--- config.mk ---
export PLATFORM = sky130hd
export DESIGN_NAME = xbar_sparse
export DESIGN_NICKNAME = d
export VERILOG_FILES = /design/src/rtl/xbar_pkg.sv /design/src/rtl/xbar_presel.sv /design/src/rtl/xbar_cfg_store.sv /design/src/rtl/xbar_row.sv /design/src/rtl/xbar_sparse.sv
export SDC_FILE = /design/constraint.sdc
export NUM_CORES = 1
export LEC_CHECK = 0
export CELL_PAD_IN_SITES_DETAIL_PLACEMENT = 1
export CELL_PAD_IN_SITES_GLOBAL_PLACEMENT = 2
export CORE_MARGIN = 4
export CORE_UTILIZATION = 37
export CTS_CLUSTER_SIZE = 12
export DETAILED_ROUTE_END_ITERATION = 16
export PLACE_DENSITY = 0.89
export REMOVE_ABC_BUFFERS = 1
export SYNTH_ARGS = -nofsm -noshare
export SYNTH_HDL_FRONTEND = slang
export SYNTH_SLANG_ARGS = --single-unit
--- constraint.sdc ---
create_clock -name clk -period 2.3 [get_ports clk]
set_input_delay 0.345 -clock clk [delete_from_list [all_inputs] [get_ports clk]]
set_output_delay 0.345 -clock clk [all_outputs]
set_load 0.05 [all_outputs]
--- src/rtl/xbar_pkg.sv ---
// Shared constants and the fixed first-level wiring rule of the sparse crossbar.
// Assumes the pool is split into N_ROUTED contiguous slices of SLICE_W signals,
// and the last slice takes whatever remains.
package xbar_pkg;
    localparam int POOL_W   = 65;
    localparam int ROWS     = 40;
    localparam int N_ROUTED = 6;
    localparam int N_CAND   = N_ROUTED + 2;
    localparam int SKEW     = 3;
    localparam int C_ONE    = 0;
    localparam int C_ZERO   = 1;
    localparam int C_ROUTE0 = 2;

    // Width of slice k for a pool of n_sig signals.
    function automatic int slice_len(input int k, input int n_sig);
        int w;
        int rem;
        w   = (n_sig + N_ROUTED - 1) / N_ROUTED;
        rem = n_sig - k * w;
        return (rem < w) ? rem : w;
    endfunction

    // Pool index wired to routed candidate k of a given row.
    function automatic int route_src(input int row, input int k, input int n_sig);
        int w;
        w = (n_sig + N_ROUTED - 1) / N_ROUTED;
        return k * w + ((row + SKEW * k) % slice_len(k, n_sig));
    endfunction
endpackage

--- src/rtl/xbar_presel.sv ---
// First level: fixed per-row wiring of six routed candidates out of the pool.
// Pure wiring, no logic. Assumes every pool signal lands on at least one row.
module xbar_presel
    import xbar_pkg::*;
#(
    parameter int N_SIG = POOL_W,
    parameter int N_ROW = ROWS
) (
    input  logic [N_SIG-1:0]                  sig_in,
    output logic [N_ROW-1:0][N_ROUTED-1:0]    routed
);
    for (genvar r = 0; r < N_ROW; r++) begin : g_row
        for (genvar k = 0; k < N_ROUTED; k++) begin : g_cand
            // Tap the slice-k signal chosen for row r.
            assign routed[r][k] = sig_in[route_src(r, k, N_SIG)];
        end
    end
endmodule

--- src/rtl/xbar_cfg_store.sv ---
// Holds the one-hot select word of each row and decodes writes from the load port.
// Assumes cfg_row is wide enough to address every row. Addresses past the last
// row are dropped.
module xbar_cfg_store
    import xbar_pkg::*;
#(
    parameter int N_ROW  = ROWS,
    parameter int ROW_AW = $clog2(N_ROW)
) (
    input  logic                            clk,
    input  logic                            rst_n,
    input  logic                            cfg_we,
    input  logic [ROW_AW-1:0]               cfg_row,
    input  logic [N_CAND-1:0]               cfg_sel,
    output logic [N_ROW-1:0][N_CAND-1:0]    sel_q
);
    logic in_range;

    // Accept only addresses that name an existing row.
    assign in_range = ({1'b0, cfg_row} < (ROW_AW + 1)'(N_ROW));

    for (genvar r = 0; r < N_ROW; r++) begin : g_row
        logic hit;
        assign hit = cfg_we && in_range && (cfg_row == ROW_AW'(r));

        // Capture this row's select word on an addressed write.
        always_ff @(posedge clk) begin
            if (!rst_n)   sel_q[r] <= '0;
            else if (hit) sel_q[r] <= cfg_sel;
        end

        assert_write_lands_R7: assert property (@(posedge clk) disable iff (!rst_n)
            (cfg_we && cfg_row == ROW_AW'(r)) |=> (sel_q[r] == $past(cfg_sel)));
        assert_other_rows_hold_R7: assert property (@(posedge clk) disable iff (!rst_n)
            !(cfg_we && cfg_row == ROW_AW'(r)) |=> $stable(sel_q[r]));
    end

    assert_out_of_range_ignored_R8: assert property (@(posedge clk) disable iff (!rst_n)
        (cfg_we && !in_range) |=> $stable(sel_q));
endmodule

--- src/rtl/xbar_row.sv ---
// Second level of one row: a one-hot 8:1 AND-OR selector over the two constants
// and six routed candidates. The output is held at 1 until configuration is done,
// and also whenever the select word is not one-hot.
module xbar_row
    import xbar_pkg::*;
(
    input  logic                  clk,
    input  logic                  rst_n,
    input  logic [N_ROUTED-1:0]   routed,
    input  logic [N_CAND-1:0]     sel,
    input  logic                  cfg_done,
    output logic                  row_out,
    output logic                  row_err
);
    logic [N_CAND-1:0] cand;
    logic              onehot;
    logic              picked;

    // Assemble the candidate list: constants first, then the routed taps.
    assign cand[C_ONE]  = 1'b1;
    assign cand[C_ZERO] = 1'b0;
    assign cand[N_CAND-1:C_ROUTE0] = routed;

    // A legal select word has exactly one bit set.
    assign onehot = (sel != '0) && ((sel & (sel - 1'b1)) == '0);

    // AND-OR selection; gated so only a single candidate can ever contribute.
    assign picked = |(cand & sel);

    // Force the safe level before configuration and on an illegal word.
    always_comb begin
        row_err = cfg_done && !onehot;
        row_out = (cfg_done && onehot) ? picked : 1'b1;
    end

    assert_safe_before_done_R2: assert property (@(posedge clk) disable iff (!rst_n)
        !cfg_done |-> (row_out && !row_err));
    assert_err_holds_safe_R6: assert property (@(posedge clk) disable iff (!rst_n)
        row_err |-> row_out);
    assert_const_one_R3: assert property (@(posedge clk) disable iff (!rst_n)
        (cfg_done && sel == N_CAND'(1 << C_ONE)) |-> row_out);
    assert_const_zero_R4: assert property (@(posedge clk) disable iff (!rst_n)
        (cfg_done && sel == N_CAND'(1 << C_ZERO)) |-> !row_out);
endmodule

--- src/rtl/xbar_sparse.sv ---
// Top of the sparse two-level crossbar. It connects the fixed pre-selection,
// the select-word store and one second-level selector per row.
// Assumes cfg_done stays low until every used row has been written.
module xbar_sparse
    import xbar_pkg::*;
#(
    parameter int N_SIG  = POOL_W,
    parameter int N_ROW  = ROWS,
    parameter int ROW_AW = $clog2(N_ROW)
) (
    input  logic                 clk,
    input  logic                 rst_n,
    input  logic [N_SIG-1:0]     sig_in,
    input  logic                 cfg_we,
    input  logic [ROW_AW-1:0]    cfg_row,
    input  logic [N_CAND-1:0]    cfg_sel,
    input  logic                 cfg_done,
    output logic [N_ROW-1:0]     row_out,
    output logic [N_ROW-1:0]     row_err
);
    logic [N_ROW-1:0][N_ROUTED-1:0] routed;
    logic [N_ROW-1:0][N_CAND-1:0]   sel_q;

    xbar_presel #(.N_SIG(N_SIG), .N_ROW(N_ROW)) u_presel (
        .sig_in (sig_in),
        .routed (routed)
    );

    xbar_cfg_store #(.N_ROW(N_ROW), .ROW_AW(ROW_AW)) u_store (
        .clk     (clk),
        .rst_n   (rst_n),
        .cfg_we  (cfg_we),
        .cfg_row (cfg_row),
        .cfg_sel (cfg_sel),
        .sel_q   (sel_q)
    );

    for (genvar r = 0; r < N_ROW; r++) begin : g_row
        xbar_row u_row (
            .clk      (clk),
            .rst_n    (rst_n),
            .routed   (routed[r]),
            .sel      (sel_q[r]),
            .cfg_done (cfg_done),
            .row_out  (row_out[r]),
            .row_err  (row_err[r])
        );
    end
endmodule

; After elaboration in Yosys (flattened, before gate mapping)
; Index checks and enable logic that the tools add are counted.
[word_totals]
ff_bits = 320
input_bits = 83
output_inout_bits = 80
wordCells = 562
[op_classes]
n_addsub = 40
order_cmp = 1
n_eq_ne = 39
muxes = 40
bitwise = 80
reduce_logical = 322
[op_table]
columns = op, count
row1 = 8-bit bitwise AND, 80
row2 = 8-bit zero test, 40
row3 = 8-bit nonzero test, 40
row4 = 8-bit OR reduction, 40
row5 = "8-bit by 1-bit subtractor with 8-bit output, second input constant", 40
row6 = 1-bit logical AND, 161
row7 = "6-bit by 5-bit equality test with 1-bit output, second input constant", 16
row8 = "6-bit by 4-bit equality test with 1-bit output, second input constant", 8
row9 = "6-bit equality test, second input constant", 8
row10 = 1-bit zero test, 40
row11 = 1-bit 2-to-1 mux, 40
row12 = "6-bit by 3-bit equality test with 1-bit output, second input constant", 4
row13 = "6-bit by 2-bit equality test with 1-bit output, second input constant", 2
row14 = "6-bit by 1-bit equality test with 1-bit output, second input constant", 1
row15 = 6-bit zero test, 1
row16 = "6-bit less-than comparator, second input constant", 1

; Logic depth before layout (Yosys ltp)
; Gate-level depths: netlist of the first run.
[depth]
word_depth = 6
mapped_depth = 7
mapped_depth_nobuf = 4

; Hierarchy
; A second synthesis of the first run with hierarchy kept.
[unflattened]
hier_cells = 2155
hier_area_um2 = 19482.4
[by_module_without_submodules]
columns = module, instances, cells_each, area_each_um2, seq_area_each_um2
row1 = xbar_cfg_store, 1, 1115, 11875.1, 6406.1
row2 = xbar_row, 40, 20, 145.1, 0.0
row3 = xbar_presel, 1, 240, 1801.7, 0.0

; Worst setup path after synthesis of the first run
; OpenSTA, ideal clock, no wires.
[synth_path]
path_type = reg2out
from = reg u_store.sel_q[2] (netlist bit)
to = out row_err[0]
t_arrival_ns = 1.399
t_required_ns = 1.955
path_slack_ns = 0.556
path_stages_with_launch = 5
n_path_buf = 1
path_cell_list = dfxtp_1 nor4_1 nor3_1 nor3b_1 buf_4
[synth_via]
elab_chain_cells = 6
word_cells_on_any_way = 7
classes_between = add/sub (1) / bitwise (1) / reduce/logical (5)
[synth_lines]
columns = element, line
row1 = from (decl), xbar_cfg_store.sv:15  ; output logic [N_ROW-1:0][N_CAND-1:0] sel_q
row2 = "from (signal, indexed assignment)", xbar_cfg_store.sv:29  ; else if (hit) sel_q[r] <= cfg_sel;
row3 = 8-bit by 1-bit subtractor with 8-bit output, xbar_row.sv:25  ; assign onehot = (sel != '0) && ((sel & (sel - 1'b1)) == '0);
row4 = 8-bit bitwise AND, xbar_row.sv:25
row5 = 8-bit zero test, xbar_row.sv:25
row6 = 1-bit logical AND (*), xbar_row.sv:25
row7 = 1-bit zero test (*), xbar_row.sv:32  ; row_err = cfg_done && !onehot;
row8 = 1-bit logical AND (*), xbar_row.sv:32
row9 = to (decl), xbar_sparse.sv:19  ; output logic [N_ROW-1:0] row_err
; Every way passes the cells marked *; elsewhere a longest branch is shown, timed or not.

; Worst setup path after layout of the first run
[layout_path]
from = reg u_store.sel_q[309] (netlist bit)
to = out row_out[38]
[layout_via]
elab_chain_cells = 6
word_cells_on_any_way = 9
classes_between = add/sub (1) / mux (1) / bitwise (2) / reduce/logical (5)
[layout_lines]
columns = element, line
row1 = 8-bit by 1-bit subtractor with 8-bit output, xbar_row.sv:25
row2 = 8-bit bitwise AND, xbar_row.sv:25
row3 = 8-bit zero test, xbar_row.sv:25
row4 = 1-bit logical AND, xbar_row.sv:25
row5 = 1-bit logical AND, xbar_row.sv:33  ; row_out = (cfg_done && onehot) ? picked : 1'b1;
row6 = 1-bit 2-to-1 mux (*), xbar_row.sv:33
row7 = to (decl), xbar_sparse.sv:18  ; output logic [N_ROW-1:0] row_out,
; Marks and branches as above.

==> results of run 1 <==
worst reg2reg max path, stage by stage, from the launching register on:
cell and delay (ns):
dfxtp_4 0.36, buf_4 0.14, mux2i_1 0.17, nor2b_1 0.07
per-stage QoR:
step / total power [mW] / cell area (sq um) / setup WS (ns) / hold slack (ns)
after floorplan: 6.28 / 17500 / -0.227 / 0.473
after global placement: 7.22 / 21600 / 0.0350 / 0.532
after detailed placement: 7.24 / 21600 / -0.0498 / 0.547
after CTS: 13.3 / 23600 / -0.112 / 0.188
after global routing: 13.6 / 24600 / -0.136 / 0.206
final: 13.2 / 24600 / -0.0582 / 0.220
area by class of cell:
type	instances	area, sq um	share of cell area
diodes	1	2.50	0.000102
clock inverters	11	101	0.00411
clock buffers	59	1160	0.0471
flip-flops and latches	320	6860	0.278
repair buffers	290	3500	0.142
well taps	664	831	0.0337
multi-input cells	1499	12200	0.495
synthesized netlist by cell type, drive strengths merged:
| library cell | instances | share of area |
|---|---|---|
| a211oi | 80 | 0.033 |
| and2b | 1 | 0.00041 |
| and4b | 1 | 0.00054 |
| nand4b | 161 | 0.077 |
| a21oi | 40 | 0.011 |
| nand4 | 40 | 0.014 |
| and3b | 1 | 0.00047 |
| nand3b | 1 | 0.0011 |
| a22oi | 40 | 0.016 |
| dfxtp | 320 | 0.35 |
| and2 | 1 | 0.00034 |
| buf | 99 | 0.038 |
| nor3 | 52 | 0.021 |
| nor2 | 122 | 0.025 |
| nor2b | 323 | 0.11 |
| o21ai | 40 | 0.011 |
| nand4bb | 1 | 0.00061 |
| mux2i | 320 | 0.17 |
| nand2b | 44 | 0.015 |
| a222oi | 40 | 0.022 |
| nand3 | 24 | 0.013 |
| nor3b | 41 | 0.017 |
| nor4 | 42 | 0.016 |
| and4bb | 1 | 0.00068 |
| clkbuf | 75 | 0.015 |
| and3 | 42 | 0.014 |
| nand2 | 41 | 0.0083 |
path summary, 6_finish.rpt:
| check | from | endpoint | slack (ns) | cells past startpoint |
|---|---|---|---|---|
| max | u_store.sel_q[309]$_SDFFE_PN0P_ | row_out[38] | -0.06 | 6 |
| min | rst_n | u_store.sel_q[227]$_SDFFE_PN0P_ | 0.22 | 2 |
| max reg2reg | u_store.sel_q[133]$_SDFFE_PN0P_ | u_store.sel_q[133]$_SDFFE_PN0P_ | 1.46 | 3 |
| min reg2reg | u_store.sel_q[81]$_SDFFE_PN0P_ | u_store.sel_q[81]$_SDFFE_PN0P_ | 0.55 | 2 |
metal layers:
metal | vias to the layer above | wire [um] | share of wire | GRT usage
met5 | - | 41 | 0.00064 | 0
met1 | 8344 | 26900 | 0.42 | 0.281
met2 | 398 | 32500 | 0.51 | 0.401
li1 | 7712 | - | - | -
met4 | 6 | 1500 | 0.023 | 0.0575
met3 | 131 | 3060 | 0.048 | 0.0393
cells by family (layout without fill, tap and decap cells):
family | after synthesis | in the layout | share of synthesized area
flip-flops | 320 | 320 | 0.347
AO/OA/AOI/OAI | 240 | 240 | 0.0922
buffers and inverters | 174 | 360 | 0.0532
multiplexers | 320 | 320 | 0.174
AND/OR/NAND/NOR | 939 | 939 | 0.334
other | 0 | 1 | 0
power by group through the flow:
stage	registers [mW]	clock network, mW	logic, mW
floorplan	5.71	0	0.568
global placement	5.71	0	1.50
detailed placement	5.72	0	1.52
CTS	5.56	6.19	1.56
global route	5.49	6.45	1.67
finish	5.49	6.08	1.60
timing repair:
action,in CTS,in global routing
pin swaps,68,131
setup buffers,10,20
setup endpoints to repair,77,80
gates resized for setup,260,261
==> results by group, run 1 <==
Run status
  – Result of the run: finished, violations left
  – Violated checks: negative setup slack

Die
  – Die outline area: 53500 sq um
  – Vertical extent of the die: between 200 and 250 um
  – Core Rows: 81
  – Core box area: 49200 sq um
  – Starting density of the core: 0.375
  – I/O pin cnt: 163
  – Horizontal die dimension: 231 um

CTS
  – Clock Path Buffers: 3
  – Clock transition at the register clock pins on the worst setup and hold paths after CTS: 0.06 ns
  – H-Tree Level Count: 2
  – Count of hold-fix buffers inserted at cts: 0
  – Clock insertion delay at the later pin of the skew report: between 0.5 and 0.6 ns
  – Num Clock Sinks: 320
  – Clock root buffer master: clkbuf_16
  – Number of buffers created by CTS: 38
  – Clock tree from TritonCTS: done

STA
  – # setup viols final: 14
  – Max_slew headroom: 0.622
  – Max Clock Freq: 424 MHz
  – Period utilisation layout: 1.03
  – Endpoints failing hold: 0
  – Final Skew: 0 ns
  – Setup repair after global routing missed its margin: yes
  – Transition at the pin with the smallest max-transition slack: between 0.5 and 0.6 ns
  – Post-route setup TNS: -0.359 ns
  – Final setup margin: -0.0582 ns
  – Minimum clock period: 2.36 ns
  – Pins over their slew limit: 0

Power
  – LEAKAGE: 9.59 nW
  – Part of the power in registers: 0.417
  – Power density cells: 534 nW/um^2
  – P_int: 9.74 mW
  – Portion of total power attributed to combinational logic: 0.121
  – Clock network fraction of total power: 0.462
  – Switching share of power: 0.260
  – Maximum VDD drop: 0.520 mV
  – Net Switching: 3.42 mW

GRT
  – Maximum number of pins on one net before global-route repair: 102
  – Initial antenna violation count: 3
  – Number of global-route vias before repair: 17200
  – Grt ovf: 0
  – Global-route wire length before repair: 97.1 mm
  – Overall track demand over capacity in global routing: 0.225

Routing
  – Routed via count: between 15000 and 20000
  – Detailed Route WL: between 60 and 70 mm
  – Via density: 5.83
  – Remaining routing DRC violations: 0
  – Remaining number of nets flagged by the antenna check after routing: 0
  – Final routed wire length divided by cell count: 22.5 um
  – Count of routing violations after the opening detailed-route iteration: 1034
  – DR pass1 iterations: 8

Finish
  – Final cell count without fillers: 2844
  – Area growth from synthesis to layout: 33.5%
  – Number of flip-flops in the largest register: 320
  – Most common library cell in the layout ignoring fill and taps: nor2b_1
  – Largest registers: u_store.sel_q (320)
  – Net count of the finished layout: about 2200
  – Share of the core filled with cells: 0.501
  – Largest Register: u_store.sel_q
  – Filler cell count: ~5300
  – Share of layout cells above drive strength 1: 0.291
  – Commonest non-fill, non-tap cells in the layout: 323 x nor2b_1, 320 x mux2i_1, 161 x dfxtp_1

Worst setup path
  – Crit-path leading delay family: simple AND/OR/NAND/NOR gates
  – Slowest stage delay, CP: 0.35 ns
  – Sequence of cells on the critical path: nor4_2 -> buf_4 -> nand4b_1 -> nand4_1 -> o21ai_2 -> buf_6
  – Worst Path Buf+Inv: 2
  – Required arrival time at the worst endpoint: 1.96 ns
  – Startpoint types: flop
  – Critical-path maximum fanout: 5
  – Cell type of the slowest stage on the worst timing path: dfxtp_4
  – Crit path kind: reg -> out
  – Critical Path Sink Type: primary output
  – Data arrival time at the worst-slack endpoint: 2.01 ns

Job
  – Number of max-cap violations: 0

Placement
  – Port Buffer Count: 162
  – RePlAce Congestion: 0.872
  – Post-DP HPWL: 42.1 mm
  – Number of cells after detailed placement: 2756

Synthesis
  – Post-synthesis sequential area ratio: 0.347
  – Synth Area per Inst: 9.26 sq um
  – Netlist Area Pre-Place: 18500 sq um
  – Number of distinct library cells after synthesis: 37
  – Number of synthesized register bits: 320
  – Count of mapped cells out of synthesis: 1993
  – Count of synthesis-stage warnings from yosys: 0

Worst hold path
  – Hold Crit Class: in -> reg
No activity file was read; power rests on OpenSTA's default activity.
==> run 2, diff against run 1 <==
--- a/config.mk
+++ b/config.mk
@@ -8,10 +8,10 @@
 export CELL_PAD_IN_SITES_DETAIL_PLACEMENT = 1
 export CELL_PAD_IN_SITES_GLOBAL_PLACEMENT = 2
 export CORE_MARGIN = 4
-export CORE_UTILIZATION = 37
+export CORE_UTILIZATION = 30
 export CTS_CLUSTER_SIZE = 12
 export DETAILED_ROUTE_END_ITERATION = 16
-export PLACE_DENSITY = 0.89
+export PLACE_DENSITY = 0.76
 export REMOVE_ABC_BUFFERS = 1
 export SYNTH_ARGS = -nofsm -noshare
 export SYNTH_HDL_FRONTEND = slang
==> run 2 against run 1 <==
Compared with the run above: largest cell class unchanged; final area is 1.6% higher; via count is 1.7% lower; clock skew stayed put; the flow still finishes with violations (negative setup slack); clock power is 3% higher; die area is 22% higher; sequential share of layout area is 0.38 points lower.
==> results by group, run 2 (synthesis results as in run 1) <==
GRT
  – Overall track demand over capacity in global routing: 0.192 (-0.0330)
  – Number of global-route vias before repair: 17300 (+0.68%)
  – Global-route wire length before repair: 102 mm (+4.9%)
  – Grt ovf: 0 (unchanged)
  – Maximum number of pins on one net before global-route repair: 80 (-22%)
  – Initial antenna violation count: 4 (+1)

Worst setup path
  – Crit path kind: reg -> out
  – Worst Path Buf+Inv: 2 (unchanged)
  – Required arrival time at the worst endpoint: 1.96 ns (about the same)
  – Cell type of the slowest stage on the worst timing path: nor4_4
  – Critical Path Sink Type: primary output
  – Crit-path leading delay family: simple AND/OR/NAND/NOR gates
  – Startpoint types: flop
  – Critical-path maximum fanout: 5 (unchanged)
  – Data arrival time at the worst-slack endpoint: 2.02 ns (about the same)
  – Slowest stage delay, CP: 0.37 ns (+0.02 ns)
  – Sequence of cells on the critical path: nor4_4 -> buf_4 -> nor3_4 -> nor3b_4 -> buf_12

Routing
  – Final routed wire length divided by cell count: 22.1 um (-1.8%)
  – Via density: 5.49 (-6.0%)
  – DR pass1 iterations: 5 (-3)
  – Detailed Route WL: 65.7 mm (+2.7%)
  – Detail Route met2 WL: 32.2 mm (-0.77%)
  – Wire length on met1: 29.8 mm (+11%)
  – Remaining number of nets flagged by the antenna check after routing: 0 (unchanged)
  – Remaining routing DRC violations: 0 (unchanged)
  – Count of routing violations after the opening detailed-route iteration: 825 (-20%)
  – Top layer in use: met5
  – WL met3: 2.36 mm (-23%)
  – Routed via count: 16300 (-1.7%)

Power
  – Maximum VDD drop: 0.406 mV (-22%)
  – Power after layout: 13.4 mW (+1.7%)
  – LEAKAGE: 9.71 nW (+1.3%)
  – Power density cells: 535 nW/um^2 (about the same)

Finish
  – Largest Register: u_store.sel_q
  – Net count of the finished layout: 2242 (+0.45%)
  – Area growth from synthesis to layout: 35.7%
  – Most common library cell in the layout ignoring fill and taps: nor2b_1
  – Commonest non-fill, non-tap cells in the layout: 323 x nor2b_1, 320 x mux2i_1, 160 x nand4b_1
  – Largest registers: u_store.sel_q (320)
  – Post-Layout Inst Area: 25000 sq um (+1.6%)
  – Share of the core filled with cells: 0.413 (-0.0880)
  – Share of layout cells above drive strength 1: 0.301 (+0.0101)
  – Number of flip-flops in the largest register: 320 (unchanged)

Die
  – Starting density of the core: 0.305 (-0.0708)
  – Horizontal die dimension: 256 um (+11%)
  – Vertical extent of the die: 256 um (+11%)
  – Core Rows: 90 (+11%)
  – I/O pin cnt: 163 (unchanged)
  – Core box area: 60600 sq um (+23%)
  – Die outline area: 65500 sq um (+22%)

Placement
  – Port Buffer Count: 162 (unchanged)
  – Post-DP HPWL: 43.1 mm (+2.4%)
  – RePlAce Congestion: 0.796 (-8.8%)
  – Placement-stage cell area: 21900 sq um (+1.7%)

Job
  – Number of max-cap violations: 0 (unchanged)

Run status
  – Result of the run: finished, violations left
  – Violated checks: negative setup slack

CTS
  – Clock tree from TritonCTS: done
  – Clock insertion delay at the later pin of the skew report: 0.55 ns (about the same)
  – Clock transition at the register clock pins on the worst setup and hold paths after CTS: 0.06 ns (about the same)
  – H-Tree Level Count: 2 (unchanged)
  – Clock root buffer master: clkbuf_16
  – Num Clock Sinks: 320 (unchanged)
  – Clock Path Buffers: 3 (unchanged)
  – Number of buffers created by CTS: 40 (+5.3%)

STA
  – Period utilisation layout: 1.03 (+0.00333)
  – Transition at the pin with the smallest max-transition slack: 0.569 ns (+0.00268 ns)
  – Endpoints failing hold: 0 (unchanged)
  – Max Clock Freq: 423 MHz (-0.32%)
  – Minimum clock period: 2.37 ns (+0.00765 ns)
  – Max_slew headroom: 0.621 (-0.00179)
  – Final setup margin: -0.0658 ns (-0.00765 ns)
  – Pins over their slew limit: 0 (unchanged)
  – # setup viols final: 8 (-6)
  – Setup repair after global routing missed its margin: yes
  – Final Skew: 0 ns (unchanged)

Worst hold path
  – Hold Crit Class: in -> reg
-- run 2: through the flow --
step | hold WS (ns) | instances | TNS [ns] | worst slack, ns
4_1_cts | 0.242 | 2962 | -0.778 | -0.120
2_1_floorplan | 0.473 | 1819 | -14.95 | -0.227
3_3_place_gp | 0.534 | 2885 | -0.0442 | -0.00912
3_5_place_dp | 0.542 | 2885 | -0.381 | -0.0512
5_1_grt | 0.272 | 2971 | -4.01 | -0.173
6_report | 0.271 | 2974 | -0.279 | -0.0658
-- run 2: cell type report --
class / count / area, sq um
Multi-Input combinational cell: 1499 / 12200
Tap cell: 782 / 978
Fill cell: 6596 / 35500
Sequential cell: 320 / 6870
Antenna cell: 3 / 7.51
Clock inverter: 13 / 100
Timing Repair Buffer: 298 / 3700
Clock buffer: 59 / 1200
-- run 2: final timing paths --
check        cells past startpoint                         endpoint  slack (ns)                             from
max reg2reg                      4  u_store.sel_q[157]$_SDFFE_PN0P_        1.37  u_store.sel_q[157]$_SDFFE_PN0P_
min reg2reg                      2  u_store.sel_q[161]$_SDFFE_PN0P_        0.55  u_store.sel_q[161]$_SDFFE_PN0P_
max                              5                       row_err[7]       -0.07   u_store.sel_q[58]$_SDFFE_PN0P_
min                              2  u_store.sel_q[149]$_SDFFE_PN0P_        0.27                            rst_n
-- run 2: worst reg2reg max path, delay by kind of cell (launching register included) --
family	cells	cell delay, ns
and+or+nand+nor	1	0.06
buffers and inverters	2	0.27
muxes	1	0.13
DFF	1	0.35
-- run 2: repair_timing --
| item | in CTS | in global routing |
|---|---|---|
| hold endpoints to repair | 0 | 0 |
| buffers inserted | 22 | 9 |
| pin swaps | 104 | 110 |
| setup endpoints to repair | 80 | 80 |
| hold buffers | 0 | 0 |
| gates resized for setup | 318 | 214 |
-- run 2: routing by layer --
| layer | GRT usage | vias to the layer above |
|---|---|---|
| li1 | - | 7711 |
| met1 | 0.249 | 8224 |
| met2 | 0.334 | 296 |
| met3 | 0.0300 | 80 |
| met4 | 0.0463 | 4 |
| met5 | 0 | - |
-- run 2: report_power, final --
| group | internal [mW] | total, mW | leakage [nW] | switching [mW] |
|---|---|---|---|---|
| clock network | 3.73 | 6.27 | 0.651 | 2.53 |
| registers | 5.45 | 5.49 | 2.69 | 0.0342 |
| logic | 0.702 | 1.63 | 6.36 | 0.929 |
